--- src/rtl/wb_tag_ctrl.sv ---
module wb_tag_ctrl #(
  parameter int ADDR_W      = 32,
  parameter int BLOCK_BYTES = 16,
  parameter int SETS        = 4,
  parameter int WAYS        = 4
) (
  input  logic              clk,
  input  logic              rst_n,
  input  logic              req_valid,
  output logic              req_ready,
  input  logic              req_write,
  input  logic [ADDR_W-1:0] req_addr,
  output logic              mem_valid,
  input  logic              mem_ready,
  output logic              mem_write,
  output logic [ADDR_W-1:0] mem_addr,
  output logic              hit_o,
  output logic              rd_miss_o,
  output logic              wr_miss_o,
  output logic              wb_o
);
  localparam int OFF_W  = $clog2(BLOCK_BYTES);
  localparam int IDX_W  = $clog2(SETS);
  localparam int TAG_W  = ADDR_W - OFF_W - IDX_W;
  localparam int WAY_W  = (WAYS > 1) ? $clog2(WAYS) : 1;
  localparam int SET_W  = (SETS > 1) ? IDX_W : 1;

  typedef enum logic [1:0] {S_IDLE, S_WB, S_FILL} state_t;
  state_t state;

  logic [TAG_W-1:0] tag_q  [SETS][WAYS];
  logic [WAY_W-1:0] rank_q [SETS][WAYS];
  logic [WAYS-1:0]  vld_q  [SETS];
  logic [WAYS-1:0]  drt_q  [SETS];
  logic [ADDR_W-1:0] wb_addr_q, fill_addr_q;

  logic [SET_W-1:0] idx;
  logic [TAG_W-1:0] tag;
  assign idx = (SETS == 1) ? '0 : SET_W'(req_addr >> OFF_W);
  assign tag = TAG_W'(req_addr >> (OFF_W + IDX_W));

  logic             hit, any_inv, vic_dirty, accept;
  logic [WAY_W-1:0] hit_way, inv_way, lru_way, victim, touch, old_r;

  always_comb begin
    hit = 1'b0; hit_way = '0;
    any_inv = 1'b0; inv_way = '0;
    lru_way = '0;
    for (int w = WAYS - 1; w >= 0; w--) begin
      if (vld_q[idx][w] && tag_q[idx][w] == tag) begin
        hit = 1'b1; hit_way = WAY_W'(w);
      end
      if (!vld_q[idx][w]) begin
        any_inv = 1'b1; inv_way = WAY_W'(w);
      end
      if (rank_q[idx][w] == WAY_W'(WAYS - 1)) lru_way = WAY_W'(w);
    end
  end

  assign victim    = any_inv ? inv_way : lru_way;
  assign touch     = hit ? hit_way : victim;
  assign old_r     = rank_q[idx][touch];
  assign vic_dirty = vld_q[idx][victim] && drt_q[idx][victim];
  assign accept    = req_valid && (state == S_IDLE);

  wire [ADDR_W-1:0] wb_addr_n   = (ADDR_W'(tag_q[idx][victim]) << (OFF_W + IDX_W))
                                | (ADDR_W'(idx) << OFF_W);
  wire [ADDR_W-1:0] fill_addr_n = req_addr & ~(ADDR_W'(BLOCK_BYTES) - ADDR_W'(1));

  assign req_ready = (state == S_IDLE);
  assign mem_valid = (state != S_IDLE);
  assign mem_write = (state == S_WB);
  assign mem_addr  = (state == S_WB) ? wb_addr_q : fill_addr_q;

  always_ff @(posedge clk or negedge rst_n) begin
    if (!rst_n) begin
      state       <= S_IDLE;
      wb_addr_q   <= '0;
      fill_addr_q <= '0;
      hit_o       <= 1'b0;
      rd_miss_o   <= 1'b0;
      wr_miss_o   <= 1'b0;
      wb_o        <= 1'b0;
      for (int s = 0; s < SETS; s++) begin
        vld_q[s] <= '0;
        drt_q[s] <= '0;
        for (int w = 0; w < WAYS; w++) begin
          tag_q[s][w]  <= '0;
          rank_q[s][w] <= WAY_W'(w);
        end
      end
    end else begin
      hit_o     <= accept && hit;
      rd_miss_o <= accept && !hit && !req_write;
      wr_miss_o <= accept && !hit && req_write;
      wb_o      <= accept && !hit && vic_dirty;
      case (state)
        S_IDLE: if (accept) begin
          for (int w = 0; w < WAYS; w++) begin
            if (WAY_W'(w) == touch)          rank_q[idx][w] <= '0;
            else if (rank_q[idx][w] < old_r) rank_q[idx][w] <= rank_q[idx][w] + 1'b1;
          end
          if (hit) begin
            if (req_write) drt_q[idx][hit_way] <= 1'b1;
          end else begin
            tag_q[idx][victim] <= tag;
            vld_q[idx][victim] <= 1'b1;
            drt_q[idx][victim] <= req_write;
            wb_addr_q          <= wb_addr_n;
            fill_addr_q        <= fill_addr_n;
            state              <= vic_dirty ? S_WB : S_FILL;
          end
        end
        S_WB:    if (mem_ready) state <= S_FILL;
        S_FILL:  if (mem_ready) state <= S_IDLE;
        default: state <= S_IDLE;
      endcase
    end
  end
endmodule


--- config.mk ---
export PLATFORM = sky130hd
export DESIGN_NAME = wb_tag_ctrl
export DESIGN_NICKNAME = d
export VERILOG_FILES = /design/src/rtl/wb_tag_ctrl.sv
export SDC_FILE = /design/constraint.sdc
export NUM_CORES = 1
export LEC_CHECK = 0
export CAP_MARGIN = 20
export CELL_PAD_IN_SITES_DETAIL_PLACEMENT = 1
export CELL_PAD_IN_SITES_GLOBAL_PLACEMENT = 1
export CORE_MARGIN = 1.5
export CORE_UTILIZATION = 30
export DETAILED_ROUTE_END_ITERATION = 8
export PLACE_DENSITY_LB_ADDON = 0.1
export SLEW_MARGIN = 30
export SYNTH_ARGS = -nofsm -noshare
export SYNTH_HDL_FRONTEND = slang
export SYNTH_SLANG_ARGS = --single-unit
--- constraint.sdc ---
create_clock -name clk -period 11.9 [get_ports clk]
set_clock_uncertainty 0.15 [all_clocks]
set_input_delay 3.57 -clock clk [delete_from_list [all_inputs] [get_ports clk]]
set_output_delay 3.57 -clock clk [all_outputs]
set_load 0.01 [all_outputs]
==> impl_metrics.yaml <==
status:
  status: "finished, final reports clean"
yosys:
  synthArstFlopShare_pct: 100
  synth-seq-cells: 540
  synth_cell_type_count: 78
  syn_inst: 2324
  synth_area_leader_cell: "dfrtp_1"
  synth_edf_count: 0
  netlist.area_leader.share_pct: 47.7
  syn_area_um2: 27500
  avgSynthCellArea_um2: 11.8
  ys_warn_count: 0
  seq_area_frac_synth_pct: 49.2
  synth_area_leaders: "dfrtp_1 48%, mux2_2 14%, mux4_2 6.7%"
  synth_flop_cell: "dfrtp_1"
die:
  io_pins: 76
  die_w_um: 306
  start_util_pct: 30.4
  die_h_um: 306
  rows: 110
  dieArea_um2: 93500
  core_area_um2: 90400
clock_tree:
  cts_buffer_depth: 3
  post-cts-setup-buffers: 0
  cts_sinks: 540
  cts-root-buf: "clkbuf_16"
  cts_buffers: 69
  ctsResizeCount: 0
  cts_tree: "built"
  insertion_delay_ps: 640
  postCtsHoldBufs: 0
  clkSlewWorstSetupHoldPaths_ps: 60
  cts_max_level: 3
finish:
  register_area_um2: 13500
  fin_nets: 2375
  n_fill_cell: 9644
  final_cell_area_um2: 31700
  multiInputGateArea_um2: 13000
  drive_gt1_share_pct: 27.5
  layout_common_cells: "524 x dfrtp_1, 334 x mux2_2, 313 x nand2_1"
  area_delta_synth_final_pct: 15.2
  final_common_cell: "dfrtp_1"
  antenna_cells: 0
sta:
  tns_ps: 0
  tightest_slew_ps: 959
  rsz0062_at_grt: "false"
  slew_headroom_pct: 35.8
  hold_viol_final: 0
  fin_crit_ps: 8950
  finalCritPeriodShare_pct: 75.2
  finalSetupViolCount: 0
  slew_violations: 0
  max_freq_mhz: 112
  layout_setup_ws_ps: 2950
drt:
  vias_per_cell: 5.32
  wirelength_um: 99400
  wl_per_cell_um: 27.9
  vias: 19000
  antenna_left: 0
  dr.pass1.iters: 5
  drc: 0
  drtIter0Drc: 1166
grt:
  grt_pass1_wl_um: 146000
  grt_pass1_vias: 20300
  grt_antenna_before_repair: 2
  track_usage_pct: 21.5
  overflow: 0
  grt_max_degree: 169
hold_path:
  min_path_type: "register to register"
setup_path:
  critPathArrivalTime_ps: 9320
  critPathRequiredTime_ps: 12270
  critical_path_class: "input pin to register"
  reg2reg_slack_ps: 6410
  crit_path_end_kind: "register"
  crit_fanout: 52
  critPathLaunchType: "input pin"
place:
  pre_cts_ws_ps: 2360
  detailed_place.area_um2: 29400
  place_congestion: 0.845
  hpwlAfterDp_um: 65800
  place.port_buffers: 67
power:
  vdd_drop_max_mv: 0.117
  power_density_nw_per_um2: 270
  p_total_w: 0.00858
  cellLeakagePower_nw: 13.8
run:
  max_cap_violations: 0
## critical path, cell delays in order
cell	delay (ps)
clkbuf_8	600
buf_12	370
mux4_2	610
xnor2_1	500
nand4_1	280
nor4b_2	330
nand2_1	130
nor4_4	730
a2111oi_4	230
a222oi_1	640
o21ai_2	210
o31ai_4	520
o21ai_0	210
a32o_1	270
## cells by family after synthesis
family | after synthesis | share of synthesized area (%)
DFF | 540 | 49.2
muxes | 536 | 25.9
and+or+nand+nor | 528 | 8.62
AOI/OAI and AO/OA | 411 | 9.42
buffers and inverters | 222 | 3.99
xor gates and xnor gates | 82 | 2.66
adders and majority gates | 4 | 0.182
other | 1 | 0.0136
## synth_stat cells (10+ instances only)
| cell type | instances |
|---|---|
| dfrtp_1 | 524 |
| nand2b_1 | 28 |
| xor2_1 | 14 |
| clkbuf_1 | 146 |
| xnor2_1 | 66 |
| a22oi_1 | 10 |
| o2bb2ai_1 | 14 |
| buf_6 | 17 |
| nand3_1 | 16 |
| nand2_1 | 329 |
| nor2_1 | 54 |
| buf_4 | 12 |
| mux4_2 | 82 |
| buf_1 | 10 |
| mux4_1 | 20 |
| mux2i_1 | 100 |
| o21ai_0 | 211 |
| a21o_1 | 15 |
| nor2b_1 | 15 |
| a211oi_1 | 27 |
| inv_1 | 23 |
| nand4_1 | 24 |
| mux2_2 | 334 |
| a21oi_1 | 42 |
| dfstp_2 | 16 |
| nor3_1 | 14 |
## state kept, by name, indices dropped and copies added (netlist names)
signal       count
wb_addr_q       26
hit_o            1
tag_q          416
wb_o             1
state            2
fill_addr_q     28
rank_q          32
vld_q           16
rd_miss_o        1
drt_q           16
wr_miss_o        1
## final timing paths
check	startpoint	to	cells after the start
max reg2reg	tag_q[32]	rank_q[10]	12
max	req_addr[4]	rank_q[10]	14
min	vld_q[8]	vld_q[8]	1
min in group asynchronous	rst_n	rank_q[22]	1
max in group asynchronous	rst_n	tag_q[200]	4
min reg2reg	vld_q[8]	vld_q[8]	1
## per-stage QoR
step | utilization (%) | instances | hold slack (ps)
detailed placement | 32.5 | 3438 | 296
floorplan | - | 2327 | 275
global route | 35.1 | 3561 | 321
finish | 35.1 | 3561 | 306
global placement | 32.5 | 3438 | 291
CTS | 35.0 | 3560 | 313
## per-layer routing
metal	wire length, µm	part of all wire [%]	global-route usage, %	vias up
met1	46400	47	29.7	10100
met3	3610	3.6	3.16	131
met5	0	0	0	-
li1	-	-	-	8417
met4	2710	2.7	6.75	0
met2	46700	47	34.6	337
## where the power goes
| part | total, W | switching [W] | internal [W] |
|---|---|---|---|
| sequential | 0.00310 | 0.000438 | 0.00266 |
| clock | 0.00213 | 0.000861 | 0.00127 |
| combinational | 0.00335 | 0.00190 | 0.00146 |
## layout make-up
class	count	area share (%)
Clock buffer	105	6.50
Clock inverter	17	0.718
Inverter	24	0.284
Multi-Input combinational cell	1565	40.9
Sequential cell	540	42.7
Tap cell	1176	4.64
Timing Repair Buffer	134	4.23
Power figures use the tool's default switching activity.
